`config.mk`:
```
export PLATFORM = sky130hd
export DESIGN_NAME = nxpc_unit
export DESIGN_NICKNAME = d
export VERILOG_FILES = /design/src/rtl/nxpc_pkg.sv /design/src/rtl/nxpc_cond.sv /design/src/rtl/nxpc_target.sv /design/src/rtl/nxpc_unit.sv
export SDC_FILE = /design/constraint.sdc
export NUM_CORES = 1
export LEC_CHECK = 0
export CAP_MARGIN = 25
export CORE_ASPECT_RATIO = 0.75
export CORE_MARGIN = 2
export CORE_UTILIZATION = 25
export DETAILED_ROUTE_END_ITERATION = 7
export GPL_ROUTABILITY_DRIVEN = 0
export MAX_ROUTING_LAYER = met4
export PLACE_DENSITY_LB_ADDON = 0.3
export SETUP_SLACK_MARGIN = 0.4
export SYNTH_ARGS = -nofsm -noshare
export SYNTH_HDL_FRONTEND = slang
export SYNTH_SLANG_ARGS = --single-unit
```
`constraint.sdc`:
```
create_clock -name vclk -period 4.15
set_input_delay 0.6225 -clock vclk [all_inputs]
set_output_delay 0.6225 -clock vclk [all_outputs]
set_load 0.01 [all_outputs]
```
`src/rtl/nxpc_pkg.sv`:
```
package nxpc_pkg;

  // Branch condition codes; the encoding is fixed by the instruction set.
  typedef enum logic [2:0] {
    COND_EQ  = 3'b000,
    COND_NE  = 3'b001,
    COND_RS2 = 3'b010,
    COND_RS3 = 3'b011,
    COND_LT  = 3'b100,
    COND_GE  = 3'b101,
    COND_LTU = 3'b110,
    COND_GEU = 3'b111
  } br_cond_e;

  // Source picked for the next program counter.
  typedef enum logic [1:0] {
    SRC_SEQ = 2'd0,
    SRC_REL = 2'd1,
    SRC_IND = 2'd2
  } pc_src_e;

  // Relations produced by the operand comparator.
  typedef struct packed {
    logic eq;
    logic lt;
    logic ltu;
  } cmp_flags_t;

endpackage

```
`src/rtl/nxpc_cond.sv`:
```
module nxpc_cond
  import nxpc_pkg::*;
#(
  parameter int unsigned XLEN = 32
) (
  input  logic [XLEN-1:0] op_a_i,
  input  logic [XLEN-1:0] op_b_i,
  input  logic [2:0]      funct3_i,
  output logic            cond_o
);

  localparam int unsigned MSB = XLEN - 1;

  logic [XLEN:0] diff;
  cmp_flags_t    flags;
  br_cond_e      cond;

  // One widened subtraction serves both orderings.
  always_comb begin
    diff      = {1'b0, op_a_i} - {1'b0, op_b_i};
    flags.eq  = (op_a_i == op_b_i);
    flags.ltu = diff[XLEN];
    flags.lt  = (op_a_i[MSB] ^ op_b_i[MSB]) ? op_a_i[MSB] : diff[XLEN];
  end

  always_comb begin
    cond = br_cond_e'(funct3_i);
    unique case (cond)
      COND_EQ:  cond_o = flags.eq;
      COND_NE:  cond_o = ~flags.eq;
      COND_LT:  cond_o = flags.lt;
      COND_GE:  cond_o = ~flags.lt;
      COND_LTU: cond_o = flags.ltu;
      COND_GEU: cond_o = ~flags.ltu;
      default:  cond_o = 1'b0;
    endcase
  end

  // equal operands are never ordered below one another
  always_comb begin
    if (flags.eq) begin
      eq_order_chk: assert (!flags.lt && !flags.ltu)
        else $error("comparator orders equal operands");
    end
  end

endmodule

```
`src/rtl/nxpc_target.sv`:
```
module nxpc_target #(
  parameter int unsigned XLEN       = 32,
  parameter int unsigned ALIGN_BITS = 2
) (
  input  logic [XLEN-1:0] pc_i,
  input  logic [XLEN-1:0] imm_i,
  input  logic [XLEN-1:0] alu_res_i,
  output logic [XLEN-1:0] seq_pc_o,
  output logic [XLEN-1:0] rel_pc_o,
  output logic [XLEN-1:0] ind_pc_o,
  output logic            rel_mis_o,
  output logic            ind_mis_o
);

  localparam int unsigned STEP = 1 << ALIGN_BITS;
  localparam logic [XLEN-1:0] STEP_V = XLEN'(STEP);

  always_comb begin
    seq_pc_o = pc_i + STEP_V;
    rel_pc_o = pc_i + imm_i;
    ind_pc_o = {alu_res_i[XLEN-1:1], 1'b0};
  end

  generate
    if (ALIGN_BITS > 0) begin : g_align
      always_comb begin
        rel_mis_o = |rel_pc_o[ALIGN_BITS-1:0];
        ind_mis_o = |ind_pc_o[ALIGN_BITS-1:0];
      end
    end else begin : g_noalign
      always_comb begin
        rel_mis_o = 1'b0;
        ind_mis_o = 1'b0;
      end
    end
  endgenerate

  // indirect target always has bit 0 cleared
  always_comb begin
    ind_even_chk: assert (ind_pc_o[0] == 1'b0)
      else $error("indirect target bit 0 set");
  end

endmodule

```
`src/rtl/nxpc_unit.sv`:
```
module nxpc_unit
  import nxpc_pkg::*;
#(
  parameter int unsigned XLEN       = 32,
  parameter int unsigned ALIGN_BITS = 2
) (
  input  logic [XLEN-1:0] pc_i,
  input  logic [XLEN-1:0] rs1_val_i,
  input  logic [XLEN-1:0] rs2_val_i,
  input  logic [XLEN-1:0] imm_i,
  input  logic [XLEN-1:0] alu_res_i,
  input  logic [2:0]      funct3_i,
  input  logic            is_branch_i,
  input  logic            is_jal_i,
  input  logic            is_jalr_i,
  output logic [XLEN-1:0] next_pc_o,
  output logic [XLEN-1:0] link_pc_o,
  output logic            taken_o,
  output logic            misalign_o
);

  logic            cond;
  logic [XLEN-1:0] seq_pc;
  logic [XLEN-1:0] rel_pc;
  logic [XLEN-1:0] ind_pc;
  logic            rel_mis;
  logic            ind_mis;
  pc_src_e         src;

  nxpc_cond #(.XLEN(XLEN)) u_cond (
    .op_a_i   (rs1_val_i),
    .op_b_i   (rs2_val_i),
    .funct3_i (funct3_i),
    .cond_o   (cond)
  );

  nxpc_target #(.XLEN(XLEN), .ALIGN_BITS(ALIGN_BITS)) u_target (
    .pc_i      (pc_i),
    .imm_i     (imm_i),
    .alu_res_i (alu_res_i),
    .seq_pc_o  (seq_pc),
    .rel_pc_o  (rel_pc),
    .ind_pc_o  (ind_pc),
    .rel_mis_o (rel_mis),
    .ind_mis_o (ind_mis)
  );

  // Source selection; indirect jump has top priority, then relative jump.
  always_comb begin
    if (is_jalr_i)                src = SRC_IND;
    else if (is_jal_i)            src = SRC_REL;
    else if (is_branch_i && cond) src = SRC_REL;
    else                          src = SRC_SEQ;
  end

  always_comb begin
    link_pc_o = seq_pc;
    unique case (src)
      SRC_IND: begin
        next_pc_o  = ind_pc;
        taken_o    = 1'b1;
        misalign_o = ind_mis;
      end
      SRC_REL: begin
        next_pc_o  = rel_pc;
        taken_o    = 1'b1;
        misalign_o = rel_mis;
      end
      default: begin
        next_pc_o  = seq_pc;
        taken_o    = 1'b0;
        misalign_o = 1'b0;
      end
    endcase
  end

  always_comb begin

    mis_needs_taken_chk: assert (!misalign_o || taken_o)
      else $error("misalignment without redirect");

    if (!taken_o) begin
      seq_path_chk: assert (next_pc_o == link_pc_o)
        else $error("sequential path does not match link address");
    end

    if (!is_branch_i && !is_jal_i && !is_jalr_i) begin
      plain_no_redirect_chk: assert (!taken_o && !misalign_o)
        else $error("plain instruction redirected");
    end
  end

endmodule

```
==> impl_metrics.csv <==
group,metric,value,unit
worst_hold_path,worstHoldPathCells,3,
layout,layout-drive-gt1-share,0.391,
detailed_routing,wl_met3,1050,um
critical_path,cp_slowest_cell,"or4b_4",
floorplanning,start_util,0.258,
sta,tightest_slew,0.768,ns
layout,instances_no_fill,1118,
layout,final_cell_mix,"buf_4, clkdlybuf4s50_1, buf_2",
detailed_routing,drtIter0Drc,258,
floorplanning,die_w,146,um
critical_path,cp-start-kind,"primary input",
critical_path,crit_chain,"buf_6, inv_4, ha_4, nand4_1, or3_1, a21oi_1, or4b_4, a21oi_4, mux2i_2, a311oi_4, buf_6, buf_12, buf_16, or3_4, a21oi_2, buf_2",
layout,seq_cell_count,0,
synth,synth_simple_gate_area_share,0.239,
flow_run,maxCapViolCount,0,
power,power,1090,uW
status,status,"finished with violations",
synth,synth_compound_area_frac,0.264,
synth,synth_mux_area_frac,0.0743,
global_routing,grt_pass1_wl,27600,um
clock_network,ctsHoldBuffers,0,
synth,synth_top_family_by_area,"compound AO/OA/AOI/OAI gates",
synth,ys.warnings.count,0,
detailed_routing,num_vias,5432,
sta,fin_crit_sh,1.00,
layout,mostFrequentLayoutCell,"buf_4",
global_routing,gr-total-overflow,0,
worst_hold_path,min_path_type,"in -> out",
critical_path,cp_data_arrival_time,3.53,ns
placed_design,placed_cells,1078,
sta,slew_headroom,0.487,
detailed_routing,drc,0,
critical_path,crit_top_cell,"buf_6",
layout,area_growth,119,%
placed_design,hpwlAfterDp,13700,um
sta,rsz0062_at_grt,"true",
global_routing,grt_max_degree,34,
sta,fin_crit,4.15,ns
floorplanning,num_rows,38,
synth,ys_types,56,
power,p_per_area,132,mW/mm2
detailed_routing,firstDrtPassIters,5,
worst_hold_path,hp-start,"is_jalr_i",
critical_path,path_buf_inv,6,
placed_design,pre_cts_ws,-0.758,ns
detailed_routing,routed_via_density,4.86,
synth,synth_nets,776,
critical_path,worstSetupPathType,"in -> out",
sta,tns,-0.00239,ns
sta,fmax,241,MHz
status,violations,"setup timing",
sta,hold_viol_final,0,
detailed_routing,wl_met1,8140,um
critical_path,worst-path-max-fanout,5,
global_routing,grt_usage,0.214,
sta,fin_ws,-0.00239,ns
power,irDropWorstVdd,0.0000397,V
worst_hold_path,whs_endpoint,"next_pc_o[11]",
detailed_routing,topRoutingLayerUsed,"met4",
floorplanning,die_y,110,um
detailed_routing,wl_met2,8600,um
floorplanning,core_area,0.0146,mm2
critical_path,max_stage_delay,0.53,ns
floorplanning,io_pins,232,
global_routing,antenna_found_initial,0,
layout,clock_buffers,0,
synth,syn_area_per_cell,6.92,um2
critical_path,cp-end-kind,"output pin",
floorplanning,dieArea,0.0161,mm2
layout,regArea,0,um2
synth,synth_xor_area_frac,0.125,
detailed_routing,drt_wl_total,18000,um
sta,report.final.slew_viol_count,0,
placed_design,dpl-instance-area,0.00716,mm2
placed_design,io_buffers,231,
critical_path,cpLargestDelayFamily,"simple AND/OR/NAND/NOR gates",
sta,setup_viol,1,
synth,synthAdderAreaFrac,0.218,
layout,n_antenna_cell,0,
layout,fin_nets,1151,
synth,yosysSeqAreaShare,0,
detailed_routing,wl_per_cell,16.1,um
detailed_routing,antenna_left,0,
synth,synthCells,545,
critical_path,cp.required,3.53,ns
layout,stdcell_area,0.00826,mm2
global_routing,grt_pass1_vias,5442,
synth,syn_area,0.00377,mm2
power,power.leakage,0.00379,uW
## stage by stage
step,utilization,hold slack (ns)
2_1_floorplan,-,1.30
3_3_place_gp,0.491,2.07
3_5_place_dp,0.491,2.06
4_1_cts,0.541,1.73
5_1_grt,0.566,1.76
6_report,0.566,1.72
## kinds of logic after synthesis
| family | count (synthesis) |
|---|---|
| AND/OR/NAND/NOR | 176 |
| adder cells (fa/ha/maj) | 65 |
| buffers and inverters | 71 |
| multiplexers | 28 |
| AO/OA/AOI/OAI | 151 |
| XOR/XNOR | 54 |
## how the worst max path moves through the flow
stage                             start             to  slack [ns]  cells past startpoint
after CTS                  rs2_val_i[9]  next_pc_o[20]        0.01                     16
after global placement    rs2_val_i[14]  next_pc_o[20]       -0.73                     14
after detailed placement  rs2_val_i[14]  next_pc_o[27]       -0.76                     14
after floorplan            rs2_val_i[5]  next_pc_o[24]        0.45                     11
final                     rs2_val_i[10]  next_pc_o[20]      -0.002                     16
after global routing       rs2_val_i[9]  next_pc_o[20]       -0.10                     16
## power by group
part | internal (uW) | switching [uW]
Clock | 0 | 0
Combinational | 604 | 487
Sequential | 0 | 0
## Yosys cell counts (all sizes together), types with 3 or more instances
master   number  area share
ha           64        0.21
a21oi        58       0.078
inv          50       0.050
nand2        39       0.039
xnor2        38       0.088
nor2         31       0.031
nand3        30       0.040
mux2i        28       0.074
o21ai        24       0.032
nand4        19       0.032
xor2         16       0.037
a21o         13       0.026
clkbuf       13       0.013
nor3         12       0.016
o211ai       11       0.022
buf           8       0.017
and3          7       0.012
nor2b         7       0.012
o21bai        7       0.014
and2          6       0.010
nand3b        5       0.010
o21a          5       0.010
a211oi        4      0.0080
a311oi        4       0.014
and4          4      0.0093
nand2b        4      0.0066
nor4          4      0.0066
a2111oi       3      0.0070
a21boi        3      0.0060
o311ai        3      0.0070
## per-layer routing
metal	vias to the layer above	track usage
li1	2759	-
met2	178	0.366
met5	-	-
met4	0	0.0336
met3	16	0.0300
met1	2479	0.276
## layout make-up
cell class,instances,area (um2)
Multi-Input combinational cell,474,4330
Fill cell,1356,6340
Tap cell,200,250
Timing Repair Buffer,394,3480
Inverter,50,203
## timing repair
action,in CTS,in global routing
pin swaps,78,30
setup buffers,26,10
gates resized for setup,415,64
endpoints found under the setup margin,41,42
gates cloned,4,0
(Power assumes the default switching activity.)
